`config.mk`:
```
export PLATFORM = sky130hd
export DESIGN_NAME = aux_sysctl_regs
export DESIGN_NICKNAME = d
export VERILOG_FILES = /design/src/rtl/aux_ctl_pkg.sv /design/src/rtl/aux_ctl_decode.sv /design/src/rtl/aux_pf_track.sv /design/src/rtl/aux_sysctl_regs.sv
export SDC_FILE = /design/constraint.sdc
export NUM_CORES = 1
export LEC_CHECK = 0
export BUFFER_PORTS_ARGS = -buffer_cell sky130_fd_sc_hd__buf_4
export CORE_UTILIZATION = 43
export DETAILED_ROUTE_END_ITERATION = 7
export GPL_ROUTABILITY_DRIVEN = 0
export PLACE_DENSITY = 0.65
export SYNTH_ARGS = -nofsm -noshare
export SYNTH_HDL_FRONTEND = slang
export SYNTH_SLANG_ARGS = --single-unit
```
`constraint.sdc`:
```
create_clock -name clk -period 3.07 [get_ports clk]
set_input_delay 0.4605 -clock clk [delete_from_list [all_inputs] [get_ports clk]]
set_output_delay 0.4605 -clock clk [all_outputs]
set_load 0.02 [all_outputs]
```
`src/rtl/aux_ctl_pkg.sv`:
```
`timescale 1ns/1ps
package aux_ctl_pkg;

    localparam int WORD_W  = 32;
    localparam int BYTE_W  = 8;
    localparam int LED_W   = 16;
    localparam int CTL2_W  = 2;

    // slot numbers of the local decode
    localparam int SLOT_CFG   = 0;
    localparam int SLOT_DIAG  = 1;
    localparam int SLOT_MDM   = 2;
    localparam int SLOT_LED   = 3;
    localparam int SLOT_SYS   = 4;
    localparam int SLOT_AUX1  = 5;
    localparam int SLOT_AUX2  = 6;
    localparam int SLOT_PM    = 7;
    localparam int SLOT_COUNT = 8;

    // bit positions software depends on
    localparam int CFG_EN_BIT    = 3;
    localparam int AUX2_OFF_BIT  = 0;
    localparam int AUX2_CLR_BIT  = 1;
    localparam int AUX2_FLAG_BIT = 5;
    localparam int AUX1_TC_BIT   = 0;
    localparam int SYS_RST_BIT   = 0;
    localparam logic [WORD_W-1:0] SYS_RST_STATUS = WORD_W'(2);

    typedef struct packed {
        logic [BYTE_W-1:0] cfg;
        logic [BYTE_W-1:0] mdm;
        logic [BYTE_W-1:0] aux1;
        logic [CTL2_W-1:0] aux2_ctl;
        logic              tc;
        logic              sysrst;
        logic              halt;
    } clr_state_t;

    typedef struct packed {
        logic [BYTE_W-1:0] diag;
        logic [LED_W-1:0]  led;
        logic [WORD_W-1:0] sysctrl;
    } keep_state_t;

endpackage

```
`src/rtl/aux_ctl_decode.sv`:
```
`timescale 1ns/1ps
module aux_ctl_decode #(
    parameter int ADDR_W = 4,
    parameter int NSLOT  = 8
) (
    input  logic              sel_i,
    input  logic              we_i,
    input  logic [ADDR_W-1:0] addr_i,
    output logic [NSLOT-1:0]  wr_hit_o,
    output logic [NSLOT-1:0]  rd_hit_o
);

    for (genvar i = 0; i < NSLOT; i++) begin : g_slot
        logic match;
        assign match       = (addr_i == ADDR_W'(i));
        assign wr_hit_o[i] = sel_i & we_i & match;
        assign rd_hit_o[i] = sel_i & ~we_i & match;
    end

endmodule

```
`src/rtl/aux_pf_track.sv`:
```
`timescale 1ns/1ps
module aux_pf_track (
    input  logic clk,
    input  logic rst_n,
    input  logic pf_i,
    input  logic en_i,
    input  logic clr_i,
    output logic flag_o
);

    typedef struct packed {
        logic prev;
        logic flag;
    } pf_state_t;

    pf_state_t st_d, st_q;

    always_comb begin
        st_d      = st_q;
        st_d.prev = pf_i;
        if (pf_i != st_q.prev) begin
            st_d.flag = pf_i & en_i;
        end
        if (clr_i) begin
            st_d.flag = 1'b0;
        end
    end

    always_ff @(posedge clk or negedge rst_n) begin
        if (!rst_n) begin
            st_q <= '0;
        end else begin
            st_q <= st_d;
        end
    end

    assign flag_o = st_q.flag;

endmodule

```
`src/rtl/aux_sysctl_regs.sv`:
```
`timescale 1ns/1ps
module aux_sysctl_regs
    import aux_ctl_pkg::*;
#(
    parameter int ADDR_W = 4
) (
    input  logic              clk,
    input  logic              rst_n,
    input  logic              bus_sel,
    input  logic              bus_we,
    input  logic [ADDR_W-1:0] bus_addr,
    input  logic [WORD_W-1:0] bus_wdata,
    output logic [WORD_W-1:0] bus_rdata,
    input  logic              pwr_fail_in,
    output logic              irq_o,
    output logic              pwroff_req_o,
    output logic              sysrst_req_o,
    output logic              tc_pulse_o,
    output logic              halt_req_o
);

    localparam int NSLOT = SLOT_COUNT;

    clr_state_t  clr_d,  clr_q;
    keep_state_t keep_d, keep_q;

    logic [NSLOT-1:0] wr_hit;
    logic [NSLOT-1:0] rd_hit;
    logic             clr_flag;
    logic             pf_flag;
    logic [BYTE_W-1:0] aux2_view;

    aux_ctl_decode #(
        .ADDR_W (ADDR_W),
        .NSLOT  (NSLOT)
    ) u_dec (
        .sel_i    (bus_sel),
        .we_i     (bus_we),
        .addr_i   (bus_addr),
        .wr_hit_o (wr_hit),
        .rd_hit_o (rd_hit)
    );

    assign clr_flag = wr_hit[SLOT_AUX2] & bus_wdata[AUX2_CLR_BIT];

    aux_pf_track u_pf (
        .clk    (clk),
        .rst_n  (rst_n),
        .pf_i   (pwr_fail_in),
        .en_i   (clr_q.cfg[CFG_EN_BIT]),
        .clr_i  (clr_flag),
        .flag_o (pf_flag)
    );

    // next-state computation for both register groups
    always_comb begin
        clr_d        = clr_q;
        keep_d       = keep_q;
        clr_d.tc     = 1'b0;
        clr_d.sysrst = 1'b0;
        clr_d.halt   = 1'b0;

        if (wr_hit[SLOT_CFG])  clr_d.cfg   = bus_wdata[BYTE_W-1:0];
        if (wr_hit[SLOT_DIAG]) keep_d.diag = bus_wdata[BYTE_W-1:0];
        if (wr_hit[SLOT_MDM])  clr_d.mdm   = bus_wdata[BYTE_W-1:0];
        if (wr_hit[SLOT_LED])  keep_d.led  = bus_wdata[LED_W-1:0];

        if (wr_hit[SLOT_SYS]) begin
            if (bus_wdata[SYS_RST_BIT]) begin
                keep_d.sysctrl = SYS_RST_STATUS;
                clr_d.sysrst   = 1'b1;
            end else begin
                keep_d.sysctrl = bus_wdata;
            end
        end

        if (wr_hit[SLOT_AUX1]) begin
            clr_d.aux1              = bus_wdata[BYTE_W-1:0];
            clr_d.aux1[AUX1_TC_BIT] = 1'b0;
            clr_d.tc                = bus_wdata[AUX1_TC_BIT];
        end

        if (wr_hit[SLOT_AUX2]) clr_d.aux2_ctl = bus_wdata[CTL2_W-1:0];
        if (wr_hit[SLOT_PM])   clr_d.halt     = 1'b1;
    end

    always_ff @(posedge clk or negedge rst_n) begin
        if (!rst_n) begin
            clr_q <= '0;
        end else begin
            clr_q <= clr_d;
        end
    end

    // retained across reset by design
    always_ff @(posedge clk) begin
        keep_q <= keep_d;
    end

    always_comb begin
        aux2_view                = '0;
        aux2_view[CTL2_W-1:0]    = clr_q.aux2_ctl;
        aux2_view[AUX2_FLAG_BIT] = pf_flag;
    end

    always_comb begin
        bus_rdata = '0;
        if (rd_hit[SLOT_CFG])  bus_rdata = WORD_W'(clr_q.cfg);
        if (rd_hit[SLOT_DIAG]) bus_rdata = WORD_W'(keep_q.diag);
        if (rd_hit[SLOT_MDM])  bus_rdata = WORD_W'(clr_q.mdm);
        if (rd_hit[SLOT_LED])  bus_rdata = WORD_W'(keep_q.led);
        if (rd_hit[SLOT_SYS])  bus_rdata = keep_q.sysctrl;
        if (rd_hit[SLOT_AUX1]) bus_rdata = WORD_W'(clr_q.aux1);
        if (rd_hit[SLOT_AUX2]) bus_rdata = WORD_W'(aux2_view);
        if (rd_hit[SLOT_PM])   bus_rdata = '0;
    end

    assign irq_o        = pf_flag & clr_q.cfg[CFG_EN_BIT];
    assign pwroff_req_o = clr_q.aux2_ctl[AUX2_OFF_BIT];
    assign sysrst_req_o = clr_q.sysrst;
    assign tc_pulse_o   = clr_q.tc;
    assign halt_req_o   = clr_q.halt;

endmodule

```
Word level (Yosys, flattened, before mapping):

Index checks and enable logic that the tools add are counted.

* flip-flop bits (word level): 86
* bits of input ports: 41
* logic and storage cells: 59

* equality and inequality tests: 8
* mux-type cells: 14
* bitwise logic cells: 22
* reductions and logical operators: 2

Operator list (count)
* 32-bit 2-to-1 mux: 7
* 1-bit bitwise AND: 21
* 4-bit by 3-bit equality test with 1-bit output, second input constant: 4
* 4-bit by 2-bit equality test with 1-bit output, second input constant: 2
* 8-bit 2-to-1 mux: 1
* 1-bit 2-to-1 mux: 6
* 4-bit by 1-bit equality test with 1-bit output, second input constant: 1
* 4-bit zero test: 1
* 2-bit nonzero test: 1
* 1-bit inequality test: 1
* 1-bit inverter: 1

Depth between registers and ports, before layout:

Gate-level depths: netlist (run 1).

* depth in word-level cells: 11
* depth in mapped cells: 5
* depth with buffers taken out: 3

By module:

From an unflattened synthesis (run 1), not the netlist that was laid out.

* cell total of the unflattened synthesis: 299
* area total of the unflattened synthesis: 3792.4 um2

By module, submodules not included
* aux_sysctl_regs: instances 1, cells each 270, area each 3577.2 um2, sequential area each 2352.3 um2
* aux_ctl_decode: instances 1, cells each 23, area each 131.4 um2, sequential area each 0.0 um2
* aux_pf_track: instances 1, cells each 6, area each 83.8 um2, sequential area each 50.0 um2

Worst setup path before layout (run 1):

Ideal clock, no wire load.

* path kind: input port to flip-flop
* from: input port bus_addr[0]
* to: register keep_q[10] (netlist bit), enable pin
* library setup time: 459 ps
* data arrival time: 3034 ps
* data required time: 2611 ps
* setup slack: -424 ps
* stages: 3
* buffers on the path: 2
* path through: buf_2 > buf_2 > nor3_1

* longest elaborated chain between the ends: 2

RTL lines
* start: declaration: line aux_sysctl_regs.sv:11 `input logic [ADDR_W-1:0] bus_addr,`
* 4-bit by 3-bit equality test with 1-bit output: line aux_ctl_decode.sv:15 `assign match = (addr_i == ADDR_W'(i));`
* 1-bit bitwise AND: line aux_ctl_decode.sv:16 `assign wr_hit_o[i] = sel_i & we_i & match;`
* net u_dec.wr_hit_o[4]: line aux_ctl_decode.sv:9 `output logic [NSLOT-1:0] wr_hit_o,`
* end signal: assignment: line aux_sysctl_regs.sv:97 `keep_q <= keep_d;`
* end: declaration: line aux_sysctl_regs.sv:25 `keep_state_t keep_d, keep_q;`

The timed path passes the listed nets, and every way through them passes these cells.
A chain may end at the register's enable or synchronous reset.

Worst setup path in the final report (run 1):

* from: input port bus_addr[3]
* to: output port bus_rdata[9]

* longest elaborated chain between the ends: 8
* elaborated cells on any way between the ends: 18

RTL lines
* 4-bit by 2-bit equality test with 1-bit output: line aux_ctl_decode.sv:15
* 1-bit bitwise AND: line aux_ctl_decode.sv:17 `assign rd_hit_o[i] = sel_i & ~we_i & match;`
* 32-bit 2-to-1 mux: line aux_sysctl_regs.sv:110 `if (rd_hit[SLOT_MDM]) bus_rdata = WORD_W'(clr_q.mdm);`
* 32-bit 2-to-1 mux: line aux_sysctl_regs.sv:111 `if (rd_hit[SLOT_LED]) bus_rdata = WORD_W'(keep_q.led);`
* 32-bit 2-to-1 mux: line aux_sysctl_regs.sv:112 `if (rd_hit[SLOT_SYS]) bus_rdata = keep_q.sysctrl;`
* 32-bit 2-to-1 mux: line aux_sysctl_regs.sv:113 `if (rd_hit[SLOT_AUX1]) bus_rdata = WORD_W'(clr_q.aux1);`
* 32-bit 2-to-1 mux: line aux_sysctl_regs.sv:114 `if (rd_hit[SLOT_AUX2]) bus_rdata = WORD_W'(aux2_view);`
* 32-bit 2-to-1 mux (*): line aux_sysctl_regs.sv:115 `if (rd_hit[SLOT_PM]) bus_rdata = '0;`
* end: declaration: line aux_sysctl_regs.sv:13 `output logic [WORD_W-1:0] bus_rdata,`

Every way passes the cells marked *; elsewhere a longest branch is shown, timed or not.

==> summary.md, run 1 <==
| Metric | Value |
|---|---|
| Fin. max-slew vios | 0 |
| CTS clock-pin slew for the worst setup and hold paths | about 0.09 ns |
| R2r startpoint | clr_q[24]$_DFFE_PN0P_ |
| LEAKAGE | roughly 0.0019 µW |
| CP required | ~2.6 ns |
| Pwr Density | 520 nW/µm² |
| FF+latch count, synth | 85 |
| Crit-path max FO | 9 |
| Area leader, netlist | edfxtp_1 |
| Number of antenna diodes | 0 |
| Area growth from synthesis to layout | 24.5% |
| Max Buffers Root-to-Sink | 2 |
| Synth cell types | 33 |
| CTS Sinks | 85 |
| Part of the cycle the worst path needs | between 70 and 80% |
| Post-Route WL | between 7 and 8 mm |
| Fin Setup TNS | 0 ns |
| Clock Latency Late Sink | between 0.3 and 0.4 ns |
| Core region area | about 8300 µm² |
| Dpl hpwl | slightly below 5 mm |
| Total Die Area | just under 9000 µm² |
| Max VDD drop | roughly 0.00023 V |
| CTS tree | yes |
| Initial core utilization | between 40 and 50% |
| H-Tree Depth | 3 |
| Multi-input logic area | ~1200 µm² |
| Arrival time worst endpoint | ~2.0 ns |
| First-iteration detailed-routing DRC count | 82 |
| F_max | around 400 MHz |
| Setup Buffers After CTS | 0 |
| R2R depth | 3 |
| Post-Syn Nets | around 280 |
| Final clock skew | 0.00761 ns |
| Die width | roughly 94 µm |
| Cell Area, Synth | approximately 3700 µm² |
| RSZ-0062 raised after global routing | no |
| Startpoint types | primary input |
| Hold slack | between 0.03 and 0.04 ns |
| CTS Buf Count | 9 |
| Minimum clock period | 2.43 ns |
| Class of the most critical setup path | in2out |
| Synth top cells by count | edfxtp_1, nor2b_1, dfrtp_1 |
| Via-per-instance ratio | 5.21 |
| Register area share after synthesis | 65.4% |
| Total number of vias | 2,239 |
| Antenna violations before repair | 0 |
| Largest net degree at the start of global routing | 39 |
| Max cap viols | 0 |
| Critical path endpoint | bus_rdata[9] |
| Yosys warns | 0 |
| Layout Nets | between 300 and 400 |
| FFs w/ async S/R, synth | 35.3% |
| Most common cell in the synthesized netlist | edfxtp_1 |
| Avg Cell Area, Syn | roughly 15 µm² |
| Port Buf Inserts | 77 |
| Largest register FFs | between 50 and 60 |
| Hold_buf cts | 0 |
| Resize count post-CTS | 0 |
| Layout cells sized above 1 | a little over two fifths |
| Worst Tran Pin Value | 0.609 ns |
| Critical Path End Type | primary output |
| Synth top area cells | edfxtp_1, dfrtp_1, mux2_2 |
| Reg-to-reg endpoint | u_pf.flag_o$_DFFE_PN0P_ |
| Reg area | about 2400 µm² |
| GRT overflow | 0 |
| I/O pin count | 78 |
| Status | finished, final reports clean |
| Vias in the first global route | between 2,000 and 2,500 |
| Reg with most FFs | keep_q |
| Router iterations before antenna repair | 4 |
| CTS root buffer | clkbuf_8 |
| Tot GR Track Use | between 15 and 20% |
| Slew Limit Headroom | 59.4% |
| First-pass GRT wire length | 11.3 mm |
| DR WL/cell | between 15 and 20 µm |
| Final Core Density | a little under three fifths |
| Antenna-violating nets left | 0 |
| Fill count | about 700 |
| # rows | 33 |
| Biggest regs | keep_q: 55 flops, clr_q: 23 flops |
| Die Y | 94.4 µm |
| CP Launch Point | bus_addr[3] |
| Top_reg_cell synth | edfxtp_1 |
| Final setup fails | 0 |
| Synth top area share | about 45% |
| DRC errors left | 0 |
| Final hold vios | 0 |
| Post-Synthesis Cells | 240 |
| Hold Crit Class | in2async |
| Flop2flop setup slack | between 2 and 2.5 ns |
| EDFF count, synth | 55 |
## logic make-up (layout without fill, tap and decap cells)
family	count (synthesis)	in the layout	synth area share [%]
flops	85	85	65.4
compound gates	22	22	4.46
xor+xnor	1	1	0.239
mux	39	39	14.8
buf+inv	20	105	2.32
simple gates	73	73	12.8
## through the flow
step           power, µW  worst slack, ns  instances  area [µm²]
2_1_floorplan       1520            0.553        240        3680
3_3_place_gp        1620            0.644        414        4380
3_5_place_dp        1630            0.641        414        4380
4_1_cts             2390            0.626        430        4570
5_1_grt             2470            0.562        430        4570
6_report            2380            0.635        430        4570
## cell usage in the layout, fill, tap and decap left out, types with 8 or more instances in the layout
master and instances:
buf_4 80, edfxtp_1 55, nor2b_1 33, dfrtp_1 30
and2_1 19, mux2_2 19, clkbuf_8 9, a22o_1 8
mux2_4 8
## cell type report
type                    count  area share, %
clock buffers              10           2.79
clock inverters             6           1.40
inverters                   8          0.657
multi-input cells         135           26.1
flip-flops and latches     85           52.6
well taps                 105           2.87
repair buffers             81           13.6
## worst max-delay path, stage by stage
cell and delay, ns:
buf_4 0.12, or4b_1 0.75, nor2_4 0.32, a22o_1 0.18, buf_4 0.14
## metal layers
layer,vias to the layer above,wire length [µm],global-route usage [%]
met2,49,3860,30.3
li1,1037,-,-
met1,1143,3240,21.3
met3,10,257,4.27
met4,0,144,8.08
met5,-,0,0
## report_power, final
group	total (µW)	internal [µW]	switching, µW	leakage (µW)
clock network	773	375	398	0.0000923
registers	1330	1300	38.4	0.000850
logic	269	161	108	0.000909
## how the worst min path moves through the flow
| stage | start | endpoint | slack (ns) | cells after the start |
|---|---|---|---|---|
| after detailed placement | rst_n | clr_q[25]$_DFFE_PN0P_ | 0.42 | 1 |
| final | rst_n | clr_q[28]$_DFFE_PN0P_ | 0.03 | 1 |
| after global placement | rst_n | clr_q[17]$_DFFE_PN0P_ | 0.42 | 1 |
| after CTS | rst_n | clr_q[28]$_DFFE_PN0P_ | 0.04 | 1 |
| after floorplan | rst_n | aux2_view[1]$_DFFE_PN0P_ | 0.16 | 0 |
| after global routing | rst_n | clr_q[28]$_DFFE_PN0P_ | 0.05 | 1 |
(Power assumes the default switching activity.)
==> run 2, diff against run 1 <==
- ABC_AREA: default -> 1
- PLACE_DENSITY: 0.65 -> 0.68
- clock period: 3.07 -> 2.1 ns (I/O delays scaled with it)
==> run 2 against run 1 <==
  * Non-clock buffer count increased by 5
  * Combinational power increased by 21%
  * First-iteration DRC count increased by 59%
  * Total power increased by 43%
  * Clock skew decreased by 0.0074 ns
  * Sequential share of layout area decreased by 2.0 points
  * Synthesized cell count increased by 63%
  * Core utilization increased by 1.3 points
  * Area after synthesis increased by 3.9%
  * Via count increased by 28%
  * Largest cell class unchanged
==> summary.md, run 2 <==
| Metric | Value |
|---|---|
| # rows | 33 |
| Critical Path End Type | primary output |
| CTS Sinks | 85 |
| First-pass GRT wire length | between 10 and 15 mm |
| Die Y | about 96 µm |
| Minimum clock period | 1.94 ns |
| Arrival time worst endpoint | between 1.5 and 2 ns |
| Largest net degree at the start of global routing | 34 |
| Most common cell in the synthesized netlist | nand2_1 |
| DRC errors left | 0 |
| Fin. max-slew vios | 0 |
| Worst Tran Pin Value | 0.575 ns |
| Highest metal used | met4 |
| Fin Setup TNS | 0 ns |
| Post-Synthesis Cells | slightly below 400 |
| Most repeated library cell on the critical path | nand2_1 |
| Worst-path cell chain | buf_4, inv_1, nand2_1, nor2_1, inv_2, nor2_8, nand2_1, nand2_1, a21oi_1, a21oi_1, buf_4 |
| CTS tree | yes |
| Via-per-instance ratio | 4.89 |
| Metal2 WL | about 4.2 mm |
| Final setup fails | 0 |
| Die width | slightly below 100 µm |
| Synth cell types | 27 |
| Max Buffers Root-to-Sink | 2 |
| Avg Cell Area, Syn | 9.73 µm² |
| Cell Area, Synth | 3810 µm² |
| CTS Buf Count | 9 |
| Post-Route WL | 8.33 mm |
| Total Die Area | slightly above 9000 µm² |
| CTS root buffer | clkbuf_8 |
| Port Buf Inserts | 77 |
| Reg with most FFs | keep_q |
| Top_reg_cell synth | edfxtp_1 |
| LEAKAGE | approximately 0.0023 µW |
| Core region area | 8380 µm² |
| Part of the cycle the worst path needs | approximately 93% |
| Final hold vios | 0 |
| Initial core utilization | a little under half |
| Largest register FFs | 55 |
| I/O pin count | 78 |
| F_max | approximately 510 MHz |
| Area leader, netlist | edfxtp_1 |
| Max cap viols | 0 |
| RSZ-0062 raised after global routing | no |
| Antenna violations before repair | 0 |
| First-iteration detailed-routing DRC count | between 100 and 150 |
| FFs w/ async S/R, synth | about a third |
| Most frequent cells in the layout | buf_4, nand2_1, inv_1, nor2_1, edfxtp_1 |
| Synth top area share | a little over two fifths |
| Dpl hpwl | a little under 6 mm |
| Antenna-violating nets left | 0 |
| CTS clock-pin slew for the worst setup and hold paths | 0.08 ns |
| Crit path max-delay cell type | nor2_1 |
| Hold slack | between 0.08 and 0.09 ns |
| FF+latch count, synth | 85 |
| Vias in the first global route | about 2,700 |
| Largest stage delay, worst path | 0.25 ns |
| Crit-path max FO | 6 |
| Fill count | about 770 |
| Wire length on met3 | about 430 µm |
| DR WL/cell | approximately 14 µm |
| Layout cells sized above 1 | around 26% |
| Layout Nets | between 500 and 600 |
| Synth top area cells | edfxtp_1, dfrtp_1, nand2_1 |
| Biggest regs | keep_q: 55 flops, clr_q: 23 flops |
| Metal-1 WL | between 3 and 4 mm |
| Max VDD drop | about 0.00048 V |
| Final clock skew | 0.000170 ns |
| H-Tree Depth | 3 |
| Status | finished, final reports clean |
| Register area share after synthesis | between 60% and 70% |
| Multi-input logic area | 1080 µm² |
| Total number of vias | around 2,900 |
| CP required | about 1.8 ns |
| Clock Latency Late Sink | about 0.34 ns |
| Slew Limit Headroom | between 60% and 70% |
| Startpoint types | primary input |
| Router iterations before antenna repair | 4 |
| GRT overflow | 0 |
| Area growth from synthesis to layout | 24.5% |
| Post-Syn Nets | ~430 |
| Class of the most critical setup path | in2out |
| Yosys warns | 0 |
| Synth top cells by count | nand2_1, inv_1, nor2_1 |
| Pwr Density | 717 nW/µm² |
| Tot GR Track Use | 19.2% |
| Setup Buffers After CTS | 0 |
| Hold Crit Class | in2reg |
| Commonest non-fill, non-tap cell in the layout | buf_4 |
| EDFF count, synth | 55 |
| Reg area | 2400 µm² |
| Number of antenna diodes | 0 |
-- run 2: where the power goes --
group | leakage (µW) | switching [µW] | total [µW] | internal [µW]
registers | 0.000854 | 59.0 | 1950 | 1890
logic | 0.00137 | 185 | 326 | 141
clock network | 0.0000987 | 586 | 1130 | 543
-- run 2: final cells by class --
cell class	count	share of cell area [%]
clock buffer	9	2.61
clock inverter	7	1.40
inverter	71	5.77
multi-input combinational	225	22.7
sequential	85	50.6
tap	105	2.77
timing repair buffer	86	14.2
-- run 2: per-layer routing --
layer / vias to the layer above / track usage, %
met5: - / 0
met4: 0 / 5.72
met3: 8 / 4.58
met2: 85 / 31.7
met1: 1363 / 25.0
li1: 1421 / -
-- run 2: cell families (layout without fill, tap and decap cells) --
| logic type | count (synthesis) | in the layout | share of synthesized area (%) |
|---|---|---|---|
| AOI/OAI and AO/OA | 62 | 62 | 8.89 |
| buffers and inverters | 82 | 173 | 9.12 |
| DFF | 85 | 85 | 63.0 |
| and+or+nand+nor | 163 | 163 | 19.0 |
-- run 2: timing repair --
action	4_1_cts	5_1_grt
hold endpoints to repair	30	0
hold buffers	1	0
endpoints found under the setup margin	0	2
resized for setup	0	1
-- run 2: worst max-delay path: cells and delay by family --
kind	cells	cell delay, ns
AND/OR/NAND/NOR	5	0.61
AO/OA/AOI/OAI	2	0.20
buffers and inverters	4	0.48
-- run 2: per-stage QoR --
stage                     cells  setup slack, ns  util [%]  total power, µW  cell area [µm²]
after detailed placement    571            0.164      54.2             2310             4540
after global routing        588         0.000114      56.6             3550             4750
final                       588            0.156      56.6             3400             4750
after CTS                   588            0.160      56.6             3430             4740
after floorplan             392           0.0619         -             2150             3820
after global placement      571            0.193      54.2             2300             4540
-- run 2: path summary, 6_finish.rpt --
path                                        start                      end  slack (ns)  cells past startpoint
max in group asynchronous                   rst_n     tc_pulse_o$_DFF_PN0_        1.36                      2
min                                   pwr_fail_in   u_pf.st_q[1]$_DFF_PN0_        0.08                      1
max reg2reg                u_pf.st_q[1]$_DFF_PN0_  u_pf.flag_o$_DFFE_PN0P_        1.26                      3
min in group asynchronous                   rst_n    clr_q[13]$_DFFE_PN0P_        0.44                      2
min reg2reg                 clr_q[25]$_DFFE_PN0P_    clr_q[25]$_DFFE_PN0P_        0.50                      2
max                                   bus_addr[3]             bus_rdata[4]        0.16                     11
